==> src/rtl/adc_cal_pkg.sv <==
package adc_cal_pkg;

  localparam int DATA_W = 32;

  typedef logic signed [DATA_W-1:0] cal_word_t;

  typedef struct packed {
    cal_word_t k;
    cal_word_t gain;
    cal_word_t offset;
  } cal_entry_t;

  // channels without factory trim data
  function automatic bit chan_has_trim(int ch);
    return !(ch == 11 || ch == 12 || ch == 13 || ch == 15 || ch > 15);
  endfunction

  // lower trim index; the upper one always follows it
  function automatic int chan_trim_lo(int ch);
    case (ch)
      0, 1, 3, 4, 5: return 1;
      2:             return 3;
      6:             return 5;
      7:             return 7;
      8:             return 9;
      9:             return 11;
      10:            return 13;
      14:            return 15;
      default:       return 0;
    endcase
  endfunction

  function automatic int chan_mv_lo(int ch);
    case (ch)
      0, 1, 3, 4, 5: return 630;
      2:             return 1260;
      6, 7:          return 2520;
      8:             return 3150;
      9:             return 5670;
      10:            return 3465;
      14:            return 3645;
      default:       return 0;
    endcase
  endfunction

  function automatic int chan_mv_hi(int ch);
    case (ch)
      0, 1, 3, 4, 5: return 950;
      2:             return 1900;
      6, 7:          return 3800;
      8:             return 4750;
      9:             return 8550;
      10, 14:        return 5225;
      default:       return 0;
    endcase
  endfunction

endpackage

==> src/rtl/adc_cal_div.sv <==
module adc_cal_div #(
  parameter int W = 32
) (
  input  logic         clk,
  input  logic         rst,
  input  logic         start,
  input  logic [W-1:0] num,
  input  logic [W-1:0] den,
  output logic         done,
  output logic [W-1:0] quo
);
  localparam int CW = $clog2(W + 1);

  logic [W-1:0]  dvd, dsr, rem;
  logic [CW-1:0] cnt;
  logic          run, neg;
  logic [W-1:0]  num_mag, den_mag;
  logic [W:0]    trial;
  logic [W-1:0]  diff;
  logic          fits;
  logic [W-1:0]  qnext;

  assign num_mag = num[W-1] ? (~num + 1'b1) : num;
  assign den_mag = den[W-1] ? (~den + 1'b1) : den;
  assign trial   = {rem, dvd[W-1]};
  assign fits    = trial >= {1'b0, dsr};
  assign diff    = trial[W-1:0] - dsr;
  assign qnext   = {dvd[W-2:0], fits};

  always_ff @(posedge clk) begin
    if (rst) begin
      run  <= 1'b0;
      done <= 1'b0;
      cnt  <= '0;
      dvd  <= '0;
      dsr  <= '0;
      rem  <= '0;
      neg  <= 1'b0;
      quo  <= '0;
    end else begin
      done <= 1'b0;
      if (start && !run) begin
        dvd <= num_mag;
        dsr <= den_mag;
        rem <= '0;
        neg <= num[W-1] ^ den[W-1];
        cnt <= CW'(W);
        run <= 1'b1;
      end else if (run) begin
        rem <= fits ? diff : trial[W-1:0];
        dvd <= qnext;
        cnt <= cnt - 1'b1;
        if (cnt == CW'(1)) begin
          run  <= 1'b0;
          done <= 1'b1;
          quo  <= neg ? (~qnext + 1'b1) : qnext;
        end
      end
    end
  end

  AST_DIV_DONE_FROM_RUN: assert property (@(posedge clk) disable iff (rst)
    done |-> $past(run)) else $error("divider done without a running divide");
  AST_DIV_NO_OVERLAP: assert property (@(posedge clk) disable iff (rst)
    start |-> !run) else $error("divide started while another runs");

endmodule

==> src/rtl/adc_cal_table.sv <==
module adc_cal_table #(
  parameter int DEPTH = 16,
  parameter int WIDTH = 96,
  localparam int AW = $clog2(DEPTH)
) (
  input  logic             clk,
  input  logic             we,
  input  logic [AW-1:0]    waddr,
  input  logic [WIDTH-1:0] wdata,
  input  logic             re,
  input  logic [AW-1:0]    raddr,
  output logic [WIDTH-1:0] rdata
);
  logic [WIDTH-1:0] mem [DEPTH];

  always_ff @(posedge clk) begin
    if (we) mem[waddr] <= wdata;
  end

  always_ff @(posedge clk) begin
    if (re) rdata <= mem[raddr];
  end

endmodule

==> src/rtl/adc_cal_corrector.sv <==
module adc_cal_corrector
  import adc_cal_pkg::*;
#(
  parameter int NCH    = 16,
  parameter int RAW_W  = 12,
  parameter int TRIM_W = 8,
  parameter int TIDX_W = 5,
  parameter int X_LO   = 2064,
  parameter int X_HI   = 3112,
  parameter int UNIT   = 1000,
  localparam int CH_W  = $clog2(NCH)
) (
  input  logic              clk,
  input  logic              rst,
  input  logic              req_valid,
  input  logic [CH_W-1:0]   req_chan,
  input  logic [RAW_W-1:0]  req_raw,
  output logic              busy,
  output logic              res_valid,
  output logic [DATA_W-1:0] res_value,
  output logic              res_mismatch,
  output logic              trim_req,
  output logic [TIDX_W-1:0] trim_idx,
  input  logic              trim_ack,
  input  logic [TRIM_W-1:0] trim_data
);
  localparam cal_word_t UNIT_W = cal_word_t'(UNIT);
  localparam cal_word_t XLO_W  = cal_word_t'(X_LO);
  localparam cal_word_t SPAN_W = cal_word_t'(X_HI - X_LO);
  localparam logic [CH_W-1:0] LAST_CH = CH_W'(NCH - 1);

  typedef enum logic [3:0] {
    ST_INIT_CH, ST_TRIM_LO, ST_TRIM_HI, ST_K_GO, ST_K_WAIT, ST_G_GO,
    ST_G_WAIT, ST_INIT_WR, ST_IDLE, ST_COR_GO, ST_COR_WAIT, ST_SCL_GO,
    ST_SCL_WAIT
  } state_t;

  state_t                   st;
  logic [CH_W-1:0]          ch_q;
  logic signed [TRIM_W-1:0] d1_q, d2_q;
  cal_word_t                k_q, gain_q, qint_q;
  logic [RAW_W-1:0]         raw_q;

  cal_word_t  raw_ext, d1_ext, d2_ext, offset_calc, gain_sel;
  cal_word_t  div_num, div_den, div_quo;
  logic       div_start, div_done, cur_cal;
  cal_entry_t wr_entry, rd_entry;
  logic [$bits(cal_entry_t)-1:0] rd_bits;

  assign raw_ext     = cal_word_t'({{(DATA_W-RAW_W){1'b0}}, raw_q});
  assign d1_ext      = cal_word_t'(d1_q);
  assign d2_ext      = cal_word_t'(d2_q);
  assign cur_cal     = chan_has_trim(int'(ch_q));
  assign offset_calc = d1_ext * UNIT_W - (k_q - UNIT_W) * XLO_W;
  assign rd_entry    = cal_entry_t'(rd_bits);
  assign gain_sel    = cur_cal ? rd_entry.gain : UNIT_W;
  assign wr_entry    = '{k: k_q, gain: gain_q, offset: offset_calc};

  assign busy     = (st != ST_IDLE);
  assign trim_req = (st == ST_TRIM_LO) || (st == ST_TRIM_HI);

  always_comb begin
    trim_idx = TIDX_W'(chan_trim_lo(int'(ch_q)));
    if (st == ST_TRIM_HI) trim_idx = TIDX_W'(chan_trim_lo(int'(ch_q)) + 1);
  end

  // operand selection for the shared divider
  always_comb begin
    div_num   = '0;
    div_den   = UNIT_W;
    div_start = 1'b0;
    unique case (st)
      ST_K_GO: begin
        div_num   = (d2_ext - d1_ext) * UNIT_W;
        div_den   = SPAN_W;
        div_start = 1'b1;
      end
      ST_G_GO: begin
        div_num   = cal_word_t'(chan_mv_hi(int'(ch_q)) - chan_mv_lo(int'(ch_q))) * UNIT_W;
        div_den   = SPAN_W;
        div_start = 1'b1;
      end
      ST_COR_GO: begin
        div_num   = raw_ext * UNIT_W - rd_entry.offset;
        div_den   = rd_entry.k;
        div_start = cur_cal;
      end
      ST_SCL_GO: begin
        div_num   = qint_q * gain_sel;
        div_den   = UNIT_W;
        div_start = 1'b1;
      end
      default: ;
    endcase
  end

  adc_cal_div #(.W(DATA_W)) div_i (
    .clk   (clk),
    .rst   (rst),
    .start (div_start),
    .num   (div_num),
    .den   (div_den),
    .done  (div_done),
    .quo   (div_quo)
  );

  adc_cal_table #(.DEPTH(NCH), .WIDTH($bits(cal_entry_t))) table_i (
    .clk   (clk),
    .we    (st == ST_INIT_WR),
    .waddr (ch_q),
    .wdata (wr_entry),
    .re    ((st == ST_IDLE) && req_valid),
    .raddr (req_chan),
    .rdata (rd_bits)
  );

  always_ff @(posedge clk) begin
    if (rst) begin
      st           <= ST_INIT_CH;
      ch_q         <= '0;
      d1_q         <= '0;
      d2_q         <= '0;
      k_q          <= '0;
      gain_q       <= '0;
      qint_q       <= '0;
      raw_q        <= '0;
      res_valid    <= 1'b0;
      res_value    <= '0;
      res_mismatch <= 1'b0;
    end else begin
      res_valid <= 1'b0;
      unique case (st)
        ST_INIT_CH: begin
          if (cur_cal)              st <= ST_TRIM_LO;
          else if (ch_q == LAST_CH) st <= ST_IDLE;
          else                      ch_q <= ch_q + CH_W'(1);
        end
        ST_TRIM_LO: if (trim_ack) begin
          d1_q <= trim_data;
          st   <= ST_TRIM_HI;
        end
        ST_TRIM_HI: if (trim_ack) begin
          d2_q <= trim_data;
          st   <= ST_K_GO;
        end
        ST_K_GO:   st <= ST_K_WAIT;
        ST_K_WAIT: if (div_done) begin
          k_q <= UNIT_W + div_quo;
          st  <= ST_G_GO;
        end
        ST_G_GO:   st <= ST_G_WAIT;
        ST_G_WAIT: if (div_done) begin
          gain_q <= div_quo;
          st     <= ST_INIT_WR;
        end
        ST_INIT_WR: begin
          if (ch_q == LAST_CH) st <= ST_IDLE;
          else begin
            ch_q <= ch_q + CH_W'(1);
            st   <= ST_INIT_CH;
          end
        end
        ST_IDLE: if (req_valid) begin
          ch_q  <= req_chan;
          raw_q <= req_raw;
          st    <= ST_COR_GO;
        end
        ST_COR_GO: begin
          if (cur_cal) st <= ST_COR_WAIT;
          else begin
            qint_q <= raw_ext;
            st     <= ST_SCL_GO;
          end
        end
        ST_COR_WAIT: if (div_done) begin
          if (div_quo[DATA_W-1]) begin
            res_valid    <= 1'b1;
            res_value    <= '0;
            res_mismatch <= 1'b1;
            st           <= ST_IDLE;
          end else begin
            qint_q <= div_quo;
            st     <= ST_SCL_GO;
          end
        end
        ST_SCL_GO:   st <= ST_SCL_WAIT;
        ST_SCL_WAIT: if (div_done) begin
          res_valid    <= 1'b1;
          res_value    <= div_quo;
          res_mismatch <= 1'b0;
          st           <= ST_IDLE;
        end
        default: st <= ST_IDLE;
      endcase
    end
  end

  AST_TRIM_HOLD: assert property (@(posedge clk) disable iff (rst)
    trim_req && !trim_ack |=> trim_req && $stable(trim_idx)) else $error("trim request dropped");
  AST_TRIM_ONLY_BUSY: assert property (@(posedge clk) disable iff (rst)
    !busy |-> !trim_req) else $error("trim fetch while idle");
  AST_ACCEPT_RAISES_BUSY: assert property (@(posedge clk) disable iff (rst)
    req_valid && !busy |=> busy) else $error("accepted request left block idle");
  AST_CLAMP_ZERO: assert property (@(posedge clk) disable iff (rst)
    res_valid && res_mismatch |-> res_value == '0) else $error("mismatch with nonzero value");
  AST_RES_NONNEG: assert property (@(posedge clk) disable iff (rst)
    res_valid |-> !res_value[DATA_W-1]) else $error("negative result");
  AST_RES_PULSE: assert property (@(posedge clk) disable iff (rst)
    res_valid |=> !res_valid) else $error("result strobe longer than a cycle");

endmodule

==> config.mk <==
export PLATFORM = sky130hd
export DESIGN_NAME = adc_cal_corrector
export DESIGN_NICKNAME = d
export VERILOG_FILES = /design/src/rtl/adc_cal_pkg.sv /design/src/rtl/adc_cal_div.sv /design/src/rtl/adc_cal_table.sv /design/src/rtl/adc_cal_corrector.sv
export SDC_FILE = /design/constraint.sdc
export NUM_CORES = 2
export LEC_CHECK = 0
export BUFFER_PORTS_ARGS = -buffer_cell sky130_fd_sc_hd__buf_2
export CORE_MARGIN = 1
export CORE_UTILIZATION = 35
export CTS_CLUSTER_SIZE = 28
export DETAILED_ROUTE_END_ITERATION = 16
export MAX_ROUTING_LAYER = met4
export SLEW_MARGIN = 20
export SYNTH_ARGS = -nofsm -noshare
export SYNTH_HDL_FRONTEND = slang
export SYNTH_SLANG_ARGS = --single-unit
export TNS_END_PERCENT = 30
==> constraint.sdc <==
create_clock -name clk -period 8.9 [get_ports clk]
set_input_delay 0.89 -clock clk [delete_from_list [all_inputs] [get_ports clk]]
set_output_delay 0.89 -clock clk [all_outputs]
set_load 0.02 [all_outputs]
==> metrics <==
status=finished with violations; failing checks=negative setup slack; top_reg_cell synth=edfxtp_1; worst-path fanout max=8; Tot Pwr=between 0.02 and 0.03 W; Critical Path Source Type=register; CTS root buffer=clkbuf_16; CP bufs+invs=10; dpl cells=12,000; Top cell by count, worst path=fa_1; Post-Place Worst Slack=-0.432 ns; Clock Sinks=1,907; Sw Ratio=31.1%; GRT Util Overall=between 20% and 30%; number of I/O pins=69; drt wl/cell=24.4 um; leak pwr=approximately 47 nW; ys async rst share=0%; Post-Syn Nets=a little over 9,000; initial cell density of the core=a little over a third; CTS tree=yes; skew final=approximately 0.055 ns; sequential group share of total power=between 30% and 40%; row cnt=just over 200; worst vdd ir=around 460 uV; count of cell types in the netlist=98; post-route ant nets=0; layout cell share with drive strength beyond 1=17.3%; Comb pwr share=28.1%; switching power total=around 0.008 W; final net count=roughly 9,400; Synth warnings=0; Die H=around 550 um; max_cap viols=0; violation count after the first detailed-route iteration=about 6,300; core area=roughly 300,000 um2; slowest CP cell=fa_1; via count=between 60,000 and 70,000; Req. time, crit path=~9.7 ns; number of remaining DRC errors=0; die area=just over 300,000 um2; Reg clk slew, reported paths=0.08 ns; Initial DRT Pass Iterations=5; post-synthesis cell count=between 7,000 and 8,000; most frequent cells in the layout=edfxtp_1 (1,581), inv_1 (890), nand2_1 (570); critical path class=register to register; worst slew pin tran=between 1 and 1.5 ns; Internal Power=0.0176 W; area grow syn2layout=14.1%; Routed WL=302,000 um; Fmax achieved=roughly 110 MHz; worst min path class=input pin to register; most common cell after layout, fill and taps aside=edfxtp_1; register area share after synthesis=50.7%; Final Critical Period=slightly below 9 ns; initial antenna violation count=10; post-DR vias/cell=about 5.4; PwrDens=between 200 and 250 nW/um2; GR Overflow Total=0; layout filler cell count=between 20,000 and 30,000; final hold slack=0.326 ns; largest net degree at the start of global routing=~140; Max clock buf depth=4; chip width=553 um; Post-synth EDFFs=1,581; cts bufs inserted=approximately 200; final setup fails=1; final hold violation count=0; final critical-path setup slack=-0.0267 ns; Post-Layout Cell Count=between 10,000 and 15,000; CP top delay family=adder cells; Avg Inst Size Synth=around 13 um2; Clk pwr share=32.2%; Synth Cell Area=between 100,000 and 150,000 um2; Final GP Congestion=just over 0.9; Clk Latency, worst-skew pair=around 0.85 ns; r2r setup slk=-0.03 ns; Worst EP arrival=9.70 ns; PortBufs=approximately 70; number of global-route vias before repair=~68,000; crit-path max cell delay=between 0.5 and 0.6 ns; worst slew margin relative to its limit=approximately a quarter; fin. max-slew vios=0; Yosys reg bits=1,907; RSZ-0062 raised after global routing=true; first-pass GRT wire length=~450,000 um; final period utilization=100%; Crit. End Element=register; DP HPWL=a little under 200,000 um; htree depth=4
==> power groups by stage <==
| stage | sequential (W) | clock, W | combinational, W |
|---|---|---|---|
| after global routing | 0.0102 | 0.00869 | 0.00799 |
| after detailed placement | 0.0103 | 0 | 0.00694 |
| after global placement | 0.0103 | 0 | 0.00678 |
| after floorplan | 0.0103 | 0 | 0.00485 |
| after CTS | 0.0102 | 0.00838 | 0.00706 |
| final | 0.0101 | 0.00825 | 0.00719 |
==> cell usage after synthesis (12+ instances only) <==
master	n	area, um2
a31oi_1	25	156
or4_1	12	90.1
o21ai_0	179	896
buf_1	53	199
nand2b_1	53	332
xnor2_1	197	1730
nand3_1	127	636
o21a_1	27	203
o211ai_1	19	143
o21ai_1	18	90.1
inv_1	898	3370
nor2b_1	41	257
a21oi_1	339	1700
ha_1	515	6440
or3_1	43	269
or2_2	13	81.3
xor2_1	148	1300
o31ai_1	35	263
a211o_1	13	114
nand4_1	17	106
dfxtp_1	326	6530
mux2i_1	41	410
mux4_2	465	10500
nor3_1	81	405
nor2_1	374	1400
edfxtp_1	1581	47500
and3_1	260	1630
and2_1	128	801
fa_1	588	11800
o21bai_1	17	128
nand2_1	574	2150
a311oi_1	19	166
a221oi_1	16	140
a22oi_1	13	97.6
o22ai_1	19	119
clkbuf_1	328	1230
a211oi_1	131	983
a21o_1	65	488
nor4_1	14	87.6
==> worst min-delay path: cells and delay by family <==
kind / cells / cell delay, ns
AOI/OAI and AO/OA: 1 / 0.05
buffers and inverters: 1 / 0.11
and+or+nand+nor: 1 / 0.06
==> flip-flops by register name (all words and copies together) (netlist names), 6 cells and up, named ones only <==
register,flops
d1_q,8
d2_q,8
div_i.cnt,6
div_i.dsr,32
div_i.dvd,32
div_i.quo,32
div_i.rem,32
gain_q,32
k_q,32
qint_q,31
raw_q,12
res_value,32
table_i.mem,1488
table_i.rdata,93
==> layout make-up <==
class                   count  area (um2)  share of cell area (%)
well taps                3978        4980                    4.10
flip-flops and latches   1907       54000                    44.5
clock inverters            95        1070                   0.878
inverters                 900        3390                    2.79
repair buffers            469        3880                    3.19
diodes                      6        15.0                  0.0124
clock buffers             252        5300                    4.36
multi-input cells        4776       48800                    40.2
==> stage by stage <==
stage               util [%]  area, um2  setup TNS, ns
finish                  40.1     121000        -0.0267
global route            40.1     121000          -1.76
CTS                     39.9     121000              0
detailed placement      37.5     114000          -9.14
global placement        37.5     114000          -6.88
floorplan                  -     106000              0
==> cells by family (layout without fill, tap and decap cells) <==
| logic type | count (synthesis) | after routing | synth area share, % |
|---|---|---|---|
| multiplexers | 510 | 510 | 10.3 |
| AND/OR/NAND/NOR | 1786 | 1786 | 8.16 |
| other | 0 | 6 | 0 |
| XOR/XNOR | 353 | 353 | 3.01 |
| adder cells (fa/ha/maj) | 1103 | 1103 | 17.1 |
| AO/OA/AOI/OAI | 1024 | 1024 | 6.16 |
| flip-flops | 1907 | 1907 | 50.7 |
| buffers and inverters | 1285 | 1716 | 4.54 |
==> repair_timing <==
item | CTS | global route
pin swaps | 52 | 69
cloned | 3 | 1
setup buffers | 21 | 20
gates resized for setup | 112 | 99
setup endpoints to repair | 32 | 32
hold endpoints to repair | 0 | 0
hold buffers | 0 | 0
==> worst paths after layout <==
check / startpoint / to / depth (start not counted)
worst max-delay path: ch_q[0] / div_i.dvd[31] / 36
worst min-delay path: trim_data[5] / d2_q[5] / 3
worst max register to register: ch_q[0] / div_i.dvd[31] / 36
worst min register to register: res_value[1] / res_value[1] / 2
==> per-layer routing <==
layer	GRT usage, %	vias up	part of all wire (%)	routed length (um)
met5	-	-	0	0
met4	6.56	0	3.5	10700
met3	2.59	492	6.0	18100
met2	33.5	2087	49	149000
met1	25.4	34500	41	124000
li1	-	29200	-	-
Power figures use the tool's default switching activity.
